### config.mk
export PLATFORM = sky130hd
export DESIGN_NAME = fifo_irq_ctrl
export DESIGN_NICKNAME = d
export VERILOG_FILES = /design/src/rtl/fic_pkg.sv /design/src/rtl/fic_reg_port.sv /design/src/rtl/fic_cond_eval.sv /design/src/rtl/fic_status_bank.sv /design/src/rtl/fic_mask_reg.sv /design/src/rtl/fifo_irq_ctrl.sv
export SDC_FILE = /design/constraint.sdc
export NUM_CORES = 1
export LEC_CHECK = 0
export ABC_AREA = 1
export BUFFER_PORTS_ARGS = -buffer_cell sky130_fd_sc_hd__buf_4
export CAP_MARGIN = 20
export CORE_UTILIZATION = 40
export DETAILED_ROUTE_END_ITERATION = 8
export PLACE_DENSITY = 0.77
export SYNTH_ARGS = -nofsm -noshare
export SYNTH_HDL_FRONTEND = slang
export SYNTH_HIERARCHICAL = 1
export SYNTH_SLANG_ARGS = --single-unit
### constraint.sdc
create_clock -name clk -period 2 [get_ports clk]
set_clock_uncertainty 0.2 [all_clocks]
set_input_delay 0.1 -clock clk [delete_from_list [all_inputs] [get_ports clk]]
set_output_delay 0.1 -clock clk [all_outputs]
set_load 0.01 [all_outputs]
### src/rtl/fic_pkg.sv
package fic_pkg;

   localparam int NUM_IRQ = 7;

   // Status bit positions (software decodes these)
   localparam int B_RX_OVR   = 0;
   localparam int B_MODE_FLT = 1;
   localparam int B_TX_LOW   = 2;
   localparam int B_TX_FULL  = 3;
   localparam int B_RX_AVAIL = 4;
   localparam int B_RX_FULL  = 5;
   localparam int B_TX_UNDR  = 6;

   // Bits that follow a level condition rather than a strobe
   localparam logic [NUM_IRQ-1:0] LEVEL_BITS = 7'b011_1100;

   // Register byte offsets
   localparam logic [7:0] OFF_STATUS = 8'h04;
   localparam logic [7:0] OFF_MSET   = 8'h08;
   localparam logic [7:0] OFF_MCLR   = 8'h0C;
   localparam logic [7:0] OFF_MASK   = 8'h10;
   localparam logic [7:0] OFF_TXTHR  = 8'h28;
   localparam logic [7:0] OFF_RXTHR  = 8'h2C;

   typedef struct packed {
      logic sts_clr;
      logic msk_set;
      logic msk_clr;
      logic txthr_wr;
      logic rxthr_wr;
   } wr_sel_t;

endpackage

### src/rtl/fic_reg_port.sv
module fic_reg_port
   import fic_pkg::*;
#(
   parameter int ADDR_W = 8,
   parameter int DATA_W = 32,
   parameter int CNT_W  = 7
) (
   input  logic                wr_en,
   input  logic [ADDR_W-1:0]   addr,
   input  logic [NUM_IRQ-1:0]  status,
   input  logic [NUM_IRQ-1:0]  mask,
   input  logic [CNT_W-1:0]    tx_thr,
   input  logic [CNT_W-1:0]    rx_thr,
   output wr_sel_t             wsel,
   output logic [DATA_W-1:0]   rdata
);

   localparam logic [ADDR_W-1:0] A_STATUS = ADDR_W'(OFF_STATUS);
   localparam logic [ADDR_W-1:0] A_MSET   = ADDR_W'(OFF_MSET);
   localparam logic [ADDR_W-1:0] A_MCLR   = ADDR_W'(OFF_MCLR);
   localparam logic [ADDR_W-1:0] A_MASK   = ADDR_W'(OFF_MASK);
   localparam logic [ADDR_W-1:0] A_TXTHR  = ADDR_W'(OFF_TXTHR);
   localparam logic [ADDR_W-1:0] A_RXTHR  = ADDR_W'(OFF_RXTHR);

   always_comb begin
      wsel          = '0;
      wsel.sts_clr  = wr_en && (addr == A_STATUS);
      wsel.msk_set  = wr_en && (addr == A_MSET);
      wsel.msk_clr  = wr_en && (addr == A_MCLR);
      wsel.txthr_wr = wr_en && (addr == A_TXTHR);
      wsel.rxthr_wr = wr_en && (addr == A_RXTHR);
   end

   always_comb begin
      unique case (addr)
         A_STATUS: rdata = DATA_W'(status);
         A_MASK:   rdata = DATA_W'(mask);
         A_TXTHR:  rdata = DATA_W'(tx_thr);
         A_RXTHR:  rdata = DATA_W'(rx_thr);
         default:  rdata = '0;
      endcase
   end

endmodule

### src/rtl/fic_cond_eval.sv
module fic_cond_eval #(
   parameter int CNT_W    = 7,
   parameter int TX_DEPTH = 63,
   parameter int RX_DEPTH = 63
) (
   input  logic [CNT_W-1:0] tx_level,
   input  logic [CNT_W-1:0] rx_level,
   input  logic [CNT_W-1:0] tx_thr,
   input  logic [CNT_W-1:0] rx_thr,
   output logic             tx_low,
   output logic             tx_full,
   output logic             rx_avail,
   output logic             rx_full
);

   localparam logic [CNT_W-1:0] TX_TOP = CNT_W'(TX_DEPTH);
   localparam logic [CNT_W-1:0] RX_TOP = CNT_W'(RX_DEPTH);

   assign tx_low   = tx_level <  tx_thr;
   assign rx_avail = rx_level >= rx_thr;
   assign tx_full  = tx_level == TX_TOP;
   assign rx_full  = rx_level == RX_TOP;

endmodule

### src/rtl/fic_status_bank.sv
module fic_status_bank #(
   parameter int          NUM   = 7,
   parameter logic [NUM-1:0] LEVEL = '0
) (
   input  logic           clk,
   input  logic           rst_n,
   input  logic [NUM-1:0] cond,
   input  logic [NUM-1:0] clr,
   input  logic [NUM-1:0] rst_val,
   output logic [NUM-1:0] status
);

   for (genvar i = 0; i < NUM; i++) begin : g_bit
      if (LEVEL[i]) begin : g_level
         // A clear wins for one cycle; the condition re-sets the bit afterwards
         always_ff @(posedge clk) begin
            if (!rst_n) status[i] <= rst_val[i];
            else        status[i] <= ~clr[i] & (status[i] | cond[i]);
         end
      end else begin : g_event
         // A strobe is never lost, even against a coincident clear
         always_ff @(posedge clk) begin
            if (!rst_n) status[i] <= 1'b0;
            else        status[i] <= (status[i] & ~clr[i]) | cond[i];
         end
      end
   end

endmodule

### src/rtl/fic_mask_reg.sv
module fic_mask_reg #(
   parameter int NUM = 7
) (
   input  logic           clk,
   input  logic           rst_n,
   input  logic           set_en,
   input  logic           clr_en,
   input  logic [NUM-1:0] bits,
   output logic [NUM-1:0] mask
);

   always_ff @(posedge clk) begin
      if (!rst_n)      mask <= '0;
      else if (set_en) mask <= mask | bits;
      else if (clr_en) mask <= mask & ~bits;
   end

endmodule

### src/rtl/fifo_irq_ctrl.sv
module fifo_irq_ctrl
   import fic_pkg::*;
#(
   parameter int ADDR_W     = 8,
   parameter int DATA_W     = 32,
   parameter int CNT_W      = 7,
   parameter int TX_DEPTH   = 63,
   parameter int RX_DEPTH   = 63,
   parameter int TX_THR_RST = 1,
   parameter int RX_THR_RST = 1
) (
   input  logic              clk,
   input  logic              rst_n,
   input  logic              wr_en,
   input  logic [ADDR_W-1:0] addr,
   input  logic [DATA_W-1:0] wdata,
   output logic [DATA_W-1:0] rdata,
   input  logic [CNT_W-1:0]  tx_level,
   input  logic [CNT_W-1:0]  rx_level,
   input  logic              rx_overrun_pulse,
   input  logic              mode_fault_pulse,
   input  logic              tx_underrun_pulse,
   output logic              irq
);

   localparam int USED_W = (CNT_W > NUM_IRQ) ? CNT_W : NUM_IRQ;
   localparam logic [CNT_W-1:0] TX_THR_INIT = CNT_W'(TX_THR_RST);
   localparam logic [CNT_W-1:0] RX_THR_INIT = CNT_W'(RX_THR_RST);

   if (ADDR_W < 8) begin : g_chk_addr
      $error("ADDR_W must cover the 8-bit register offsets");
   end
   if (DATA_W <= USED_W) begin : g_chk_data
      $error("DATA_W must exceed both CNT_W and the status width");
   end
   if (TX_DEPTH >= (1 << CNT_W) || RX_DEPTH >= (1 << CNT_W)) begin : g_chk_depth
      $error("CNT_W too narrow for FIFO depth");
   end
   if (TX_THR_RST > TX_DEPTH || RX_THR_RST > RX_DEPTH) begin : g_chk_thr
      $error("Reset threshold exceeds FIFO depth");
   end

   wr_sel_t              wsel;
   logic [NUM_IRQ-1:0]   status_q;
   logic [NUM_IRQ-1:0]   mask_q;
   logic [CNT_W-1:0]     tx_thr_q;
   logic [CNT_W-1:0]     rx_thr_q;
   logic [NUM_IRQ-1:0]   cond;
   logic [NUM_IRQ-1:0]   rst_val;
   logic [NUM_IRQ-1:0]   clr_vec;
   logic                 lv_tx_low, lv_tx_full, lv_rx_avail, lv_rx_full;
   logic                 r0_tx_low, r0_tx_full, r0_rx_avail, r0_rx_full;
   logic                 unused_wdata_hi;

   assign unused_wdata_hi = ^wdata[DATA_W-1:USED_W];

   fic_reg_port #(.ADDR_W(ADDR_W), .DATA_W(DATA_W), .CNT_W(CNT_W)) i_port (
      .wr_en  (wr_en),
      .addr   (addr),
      .status (status_q),
      .mask   (mask_q),
      .tx_thr (tx_thr_q),
      .rx_thr (rx_thr_q),
      .wsel   (wsel),
      .rdata  (rdata)
   );

   always_ff @(posedge clk) begin
      if (!rst_n) begin
         tx_thr_q <= TX_THR_INIT;
         rx_thr_q <= RX_THR_INIT;
      end else begin
         if (wsel.txthr_wr) tx_thr_q <= wdata[CNT_W-1:0];
         if (wsel.rxthr_wr) rx_thr_q <= wdata[CNT_W-1:0];
      end
   end

   // Live conditions against the programmed thresholds
   fic_cond_eval #(.CNT_W(CNT_W), .TX_DEPTH(TX_DEPTH), .RX_DEPTH(RX_DEPTH)) i_live (
      .tx_level (tx_level),
      .rx_level (rx_level),
      .tx_thr   (tx_thr_q),
      .rx_thr   (rx_thr_q),
      .tx_low   (lv_tx_low),
      .tx_full  (lv_tx_full),
      .rx_avail (lv_rx_avail),
      .rx_full  (lv_rx_full)
   );

   // Conditions against reset thresholds, used as status reset value
   fic_cond_eval #(.CNT_W(CNT_W), .TX_DEPTH(TX_DEPTH), .RX_DEPTH(RX_DEPTH)) i_rstv (
      .tx_level (tx_level),
      .rx_level (rx_level),
      .tx_thr   (TX_THR_INIT),
      .rx_thr   (RX_THR_INIT),
      .tx_low   (r0_tx_low),
      .tx_full  (r0_tx_full),
      .rx_avail (r0_rx_avail),
      .rx_full  (r0_rx_full)
   );

   always_comb begin
      cond             = '0;
      cond[B_RX_OVR]   = rx_overrun_pulse;
      cond[B_MODE_FLT] = mode_fault_pulse;
      cond[B_TX_LOW]   = lv_tx_low;
      cond[B_TX_FULL]  = lv_tx_full;
      cond[B_RX_AVAIL] = lv_rx_avail;
      cond[B_RX_FULL]  = lv_rx_full;
      cond[B_TX_UNDR]  = tx_underrun_pulse;

      rst_val             = '0;
      rst_val[B_TX_LOW]   = r0_tx_low;
      rst_val[B_TX_FULL]  = r0_tx_full;
      rst_val[B_RX_AVAIL] = r0_rx_avail;
      rst_val[B_RX_FULL]  = r0_rx_full;
   end

   assign clr_vec = wsel.sts_clr ? wdata[NUM_IRQ-1:0] : '0;

   fic_status_bank #(.NUM(NUM_IRQ), .LEVEL(LEVEL_BITS)) i_status (
      .clk     (clk),
      .rst_n   (rst_n),
      .cond    (cond),
      .clr     (clr_vec),
      .rst_val (rst_val),
      .status  (status_q)
   );

   fic_mask_reg #(.NUM(NUM_IRQ)) i_mask (
      .clk    (clk),
      .rst_n  (rst_n),
      .set_en (wsel.msk_set),
      .clr_en (wsel.msk_clr),
      .bits   (wdata[NUM_IRQ-1:0]),
      .mask   (mask_q)
   );

   assign irq = |(status_q & mask_q);

endmodule

# Yosys cells after proc, flatten, opt, wreduce, memory -nomap -nowiden
# Cells that the tools add are included.
# classes
reduce_logical	7
eq_ne	8
mux	8
bitwise	25
n_lt_le_gt_ge	4
# op_table
op	count
7-bit case mux with 4 select lines	1
7-bit 2-to-1 mux	3
8-bit by 4-bit equality test with 1-bit output, second input constant	2
8-bit by 6-bit equality test with 1-bit output, second input constant	2
7-bit AND	2
7-bit by 6-bit equality test with 1-bit output, second input constant	2
8-bit by 3-bit equality test with 1-bit output, second input constant	1
8-bit by 5-bit equality test with 1-bit output, second input constant	1
1-bit AND	7
7-bit by 1-bit greater-or-equal comparator with 1-bit output, second input constant	1
7-bit greater-or-equal comparator	1
7-bit by 1-bit less-than comparator with 1-bit output, second input constant	1
7-bit less-than comparator	1
1-bit inverter	7
7-bit inverter	1
1-bit bitwise OR	7
7-bit bitwise OR	1
7-bit OR reduction	1
1-bit logical AND	5
1-bit 2-to-1 mux	4
2-bit nonzero test	1
# word_totals
wordCells	62
output_inout_bits	33
reg_bits	28

# Depth between registers and ports, before layout
# Gate-level depths: netlist (run 1).
# depth
ltp_word	6
mapped_depth	12
ltp_nobuf	12

# By module
# The synthesis (run 1) kept the hierarchy.
# modules_own_cells
mod	cells_each	n_inst	area_each_um2
fic_cond_eval	67	2	389.1
fic_reg_port	124	1	675.6
fifo_irq_ctrl	89	1	586.8
fic_status_bank	49	1	316.6
fic_mask_reg	36	1	257.7

# Least setup slack after synthesis (run 1)
# No wires, ideal clock.
# synth_path
kind	input port to flip-flop
startpoint	input port addr[1]
endpoint	register rx_thr_q[6]
setup_time_ns	0.116
setup_slack_ns	0.301
required_time_ns	1.684
arrival_ns	1.384
path_stages	8
path_cell_list	inv_1 -> nand2_4 -> nor2_4 -> inv_1 -> nor4_1 -> inv_2 -> nor2_1 -> nor2_1
# synth_lines
element	line_no	rtl
start: declaration	fifo_irq_ctrl.sv:15	input logic [ADDR_W-1:0] addr,
end signal: assignment	fifo_irq_ctrl.sv:74	if (wsel.rxthr_wr) rx_thr_q <= wdata[CNT_W-1:0];
end: declaration	fifo_irq_ctrl.sv:47	logic [CNT_W-1:0] rx_thr_q;

==> results.cfg, run 1 <==
[critical_path]
reg2reg_depth = 9
r2r_start = rx_thr_q[6]$_SDFFE_PN0P_
crit_path_start_kind = input pin
worstPathRequired_ns = 1.97
r2r_end = i_status/status[4]$_DFF_P_
arrival_ns = 1.74
cp-end-kind = register
r2r_slack_ns = 0.43
cp_max_fo = 8
crit_start = addr[1]
path_class = input pin to register

[cts]
cts-root-buf = clkbuf_8
cts.clk_slew.worst_paths_ns = 0.10
cts_buffer_depth = 2
cts_sinks = 28
cts_buffers = 3
cts.repair.resized = 0
h-tree-depth = 1
cts_tree = built
insertion_delay_ns = 0.27

[finish]
final_cell_mix = nand2_1, inv_1, buf_4
nets = 595
area_growth_pct = 22.5
drive_above_1_share = 0.144
layout_commonest_cell = nand2_1
num_antenna_cells = 0

[routing]
initialDrtViolationCount = 150
ant_nets = 0
drcViolationCount = 0
num_vias = 2669
wl_um = 6020
viasPerCell = 4.56
drtPass1Iterations = 4
wl_per_cell_um = 10.3

[floorplan]
dieArea_sq_um = 6860
chipWidth_um = 82.9
core_area_sq_um = 6310
num_rows = 29
die_h_um = 82.9
start_util = 0.414
io_pins = 93

[hold_path]
hold_depth = 5
hp-start = tx_level[6]
min_to = i_status/status[3]$_DFF_P_
min_path_type = input pin to register

[power_and_ir_drop]
vdd_ir_drop_max_uv = 294
p_comb_frac = 0.245
p_total_uw = 1230
clockPowerShare = 0.287
swShare = 0.291
p_per_area_nw_per_um2 = 385
seq_power_share = 0.469
leakage_uw = 0.00176
p_sw_uw = 359
internal_power_uw = 874

[logic_synthesis]
avgSynthCellArea_sq_um = 6.05
synthMuxAreaShare = 0
ys_seq_elements = 28
ys_seq_area_frac = 0.214
synthSimpleGateAreaFrac = 0.373
synth_xor_area_frac = 0
synth_warnings = 6
synth-compound-area-share = 0.0699
synthDistinctLibCells = 24
syn_area_sq_um = 2620
synth_fa_ha_area_frac = 0.124
synth_top_family_by_area = simple AND/OR/NAND/NOR gates
syn_inst = 432

[sta]
finalMaxSlewViolations = 0
hold_viol = 0
max_freq_ghz = 0.564
slew_headroom = 0.668
rsz0062_at_grt = false
tightestPinTransition_ns = 0.496
hold_ws_ns = 0.00668
setup_viol = 0
fin_crit_ns = 1.77
fin_setup_tns_ns = 0
finalCritPeriodShare = 0.886

[global_routing]
grt_max_degree = 17
grt_first_pass_wirelength_um = 10600
grt_pass1_vias = 2538
grt_util_all_layers = 0.181
grt_overflow = 0
antenna_found_initial = 0

[run_status]
status = finished, final reports clean

[placement]
routabilityCongestion = 0.849
port_buffers = 42
hpwl_um = 4690

[job]
drv_cap = 0
## area by class of cell
class	instances	area (sq um)
Clock buffer	4	55.1
Fill cell	649	3110
Inverter	90	338
Multi-Input combinational cell	322	1630
Sequential cell	28	561
Tap cell	77	96.3
Timing Repair Buffer	64	523
## power groups by stage
stage                     Combinational (uW)  Sequential [uW]  Clock (uW)
after floorplan                          209              587           0
after global placement                   267              590           0
after detailed placement                 278              590           0
after CTS                                302              577         360
after global routing                     346              579         380
final                                    302              578         354
## critical path: stages
cell and delay [ns]:
buf_4 0.11, inv_1 0.08, nand2_4 0.11, nor2_4 0.21
nand2_1 0.08, nor2_1 0.09, buf_4 0.17, nand2_1 0.06
inv_1 0.04, inv_1 0.03, nand2_1 0.05, a21oi_1 0.05
dlygate4sd3_1 0.55
## Yosys cell counts
master,n,share of area
nand2_2,1,0.0024
inv_2,7,0.010
o21ai_1,4,0.0077
nand2_1,132,0.19
buf_6,3,0.013
nand3b_1,2,0.0057
nor2_1,38,0.055
buf_4,25,0.072
nor2_8,1,0.0077
a21oi_1,18,0.034
o21ai_0,8,0.015
nor2_4,4,0.017
dfxtp_1,28,0.21
nor4_1,2,0.0048
nor2_2,5,0.012
nand3_1,30,0.057
nand2_4,2,0.0086
ha_1,26,0.12
inv_1,83,0.12
a21o_1,2,0.0057
a21oi_2,2,0.0067
nand4_1,4,0.0096
nor3_1,2,0.0038
conb_1,3,0.0043
## through the flow
| stage | utilization | std cells | worst slack, ns | instance area, sq um |
|---|---|---|---|---|
| finish | 0.507 | 585 | 0.228 | 3200 |
| detailed placement | 0.472 | 564 | 0.374 | 2980 |
| global route | 0.507 | 585 | 0.106 | 3200 |
| CTS | 0.507 | 585 | 0.224 | 3200 |
| global placement | 0.472 | 564 | 0.448 | 2980 |
| floorplan | - | 468 | 0.301 | 2750 |
## what timing repair did
item                                   in CTS  in global routing
setup buffers                               0                  0
endpoints found under the hold margin      27                  0
hold buffers                               17                  0
## logic make-up (layout without fill, tap and decap cells)
logic type,after synthesis,in the layout
AO/OA/AOI/OAI,34,34
buffers and inverters,118,158
adder cells (fa/ha/maj),26,26
flip-flops,28,28
other,3,39
AND/OR/NAND/NOR,223,223
## worst max-delay path by stage
stage                                    end  slack, ns
6_report       i_status/status[1]$_SDFF_PN0_       0.23
4_1_cts        i_status/status[1]$_SDFF_PN0_       0.22
3_3_place_gp        rx_thr_q[1]$_SDFFE_PN0P_       0.45
3_5_place_dp        rx_thr_q[6]$_SDFFE_PN0P_       0.37
5_1_grt        i_status/status[1]$_SDFF_PN0_       0.11
2_1_floorplan       rx_thr_q[6]$_SDFFE_PN0P_       0.30
## layer usage
layer / vias to the layer above / share of wire / wire (um) / GRT usage
li1: 1399 / - / - / -
met1: 1175 / 0.43 / 2590 / 0.216
met2: 85 / 0.50 / 3030 / 0.339
met3: 10 / 0.050 / 299 / 0.0169
met4: 0 / 0.017 / 100 / 0.0564
met5: - / 0 / 0 / 0
Power figures use the tool's default switching activity.
==> run 2, diff against run 1 <==
CORE_UTILIZATION = 30   (was 40)
PLACE_DENSITY = 0.64   (was 0.77)
clock period = 1.65 ns   (was 2 ns; I/O delays follow)
==> run 2 against run 1 <==
The flow now finishes with violations (hold timing). Clock-buffer cell count stayed put. Register-to-register slack worse by 0.29 ns. Clock power is 21% higher. Critical path depth is 3 lower. Sequential cell count stayed put. Die area is 32% higher. Total power is 22% higher. Critical path type unchanged. Global-route usage is 3.1 points lower. Wire length is 4.4% higher. Largest power group unchanged. Via count is 1.1% lower. Non-clock buffer count is 3 higher. Hold slack worse by 0.025 ns.
==> results.cfg, run 2 (same netlist as run 1, synthesis figures left out) <==
[run_status]
status = finished with violations
violations = hold timing

[cts]
cts.clk_slew.worst_paths_ns = 0.10
insertion_delay_ns = 0.27
cts_sinks = 28
cts-root-buf = clkbuf_8
cts_buffers = 3
cts_tree = built
h-tree-depth = 1
cts_setup_buffers = 0
cts_buffer_depth = 2

[power_and_ir_drop]
p_per_area_nw_per_um2 = 456
clockPowerShare = 0.283
seq_power_share = 0.464
p_sw_uw = 441
internal_power_uw = 1070
vdd_ir_drop_max_uv = 234
swShare = 0.292
p_comb_frac = 0.253
leakage_uw = 0.00178

[finish]
final_cell_mix = nand2_1, inv_1, buf_4
nets = 598
fillers = 891
num_antenna_cells = 0
area_growth_pct = 26.5
layout_commonest_cell = nand2_1
drive_above_1_share = 0.162
final_core_util = 0.396

[routing]
drcViolationCount = 0
top_layer = met4
wl_per_cell_um = 10.2
routed-wl-met2_um = 3130
ant_nets = 0
num_vias = 2639
viasPerCell = 4.28
initialDrtViolationCount = 134
wl_met3_um = 271
wl_um = 6280
wl_met1_um = 2860
drtPass1Iterations = 4

[critical_path]
worstPathRequired_ns = 1.63
crit_start = tx_level[6]
path_class = input pin to register
critical_path.top_delay_family = buffers and inverters
cp_max_fo = 4
r2r_start = tx_thr_q[6]$_SDFFE_PN0P_
arrival_ns = 1.52
cp-end-kind = register
path_cells = dlygate4sd3_1, buf_4, ha_4, nand2_1, nor2_1, a21oi_2, inv_1, nand2_1, nand2_1, nand2_1
slowest_stage = dlygate4sd3_1
crit_path_max_incr_delay_ns = 0.55
crit_top_cell = nand2_1
cp_num_buf_inv = 3
crit_path_start_kind = input pin

[global_routing]
grt_first_pass_wirelength_um = 10900
grt_overflow = 0
grt_max_degree = 17
grt_pass1_vias = 2545
antenna_found_initial = 0
grt_util_all_layers = 0.150

[sta]
finalMaxSlewViolations = 0
hold_viol = 2
max_freq_ghz = 0.647
rsz0062_at_grt = true
finalCritPeriodShare = 0.937
setup_viol = 0
hold_ws_ns = -0.0181
fin_crit_ns = 1.55

[floorplan]
dieArea_sq_um = 9090
core_area_sq_um = 8340
die_h_um = 95.4
start_util = 0.314
num_rows = 33
chipWidth_um = 95.4
io_pins = 93

[hold_path]
min_path_type = input pin to register
hp-start = rx_level[4]

[job]
drv_cap = 0

[placement]
routabilityCongestion = 0.830
port_buffers = 42
hpwl_um = 4990
run 2: cell types whose count changed in the layout (fill, tap and decap cells not counted), sizes merged:
cell / change
dlygate4sd3: -1
buf: +4
run 2: routing by layer:
layer / global-route usage / up-vias
met1: 0.182 / 1166
li1: - / 1403
met4: 0.0227 / 0
met3: 0.00638 / 2
met2: 0.292 / 68
met5: 0 / -
run 2: path summary, 6_finish.rpt:
check | slack [ns] | depth (start not counted) | endpoint
worst max-delay path | 0.10 | 10 | i_status/status[2]$_DFF_P_
worst min-delay path | -0.02 | 5 | i_status/status[5]$_DFF_P_
worst max register to register | 0.14 | 9 | i_status/status[2]$_DFF_P_
worst min register to register | 0.28 | 2 | register
run 2: worst min-delay path, delay by kind of cell:
family	cells	cell delay, ns
AND/OR/NAND/NOR	4	0.20
buffers and inverters	1	0.13
run 2: area by class of cell:
| class | count | area, sq um | share of cell area |
|---|---|---|---|
| sequential | 28 | 562 | 0.170 |
| timing repair buffer | 67 | 543 | 0.164 |
| tap | 105 | 131 | 0.0397 |
| inverter | 90 | 338 | 0.102 |
| clock buffer | 4 | 55.1 | 0.0166 |
| multi-input combinational | 322 | 1680 | 0.507 |
run 2: power by group through the flow:
stage                     Clock (uW)  Sequential, uW  Combinational [uW]
after global placement             0             715                 329
final                            428             700                 381
after global routing             470             702                 444
after detailed placement           0             716                 341
after floorplan                    0             712                 254
after CTS                        438             700                 374
run 2: metrics by stage:
stage | setup slack (ns) | power [uW] | setup TNS [ns] | cell area [sq um] | instances
2_1_floorplan | 0.0746 | 966 | 0 | 2760 | 468
3_3_place_gp | 0.145 | 1040 | 0 | 3050 | 596
3_5_place_dp | 0.123 | 1060 | 0 | 3050 | 596
4_1_cts | 0.0610 | 1510 | 0 | 3280 | 618
5_1_grt | -0.0132 | 1620 | -0.0132 | 3310 | 616
6_report | 0.105 | 1510 | 0 | 3310 | 616
run 2: timing repair:
action,CTS,global route
hold endpoints to repair,28,0
hold buffers,18,0
setup endpoints to repair,0,4
gates resized for setup,0,5
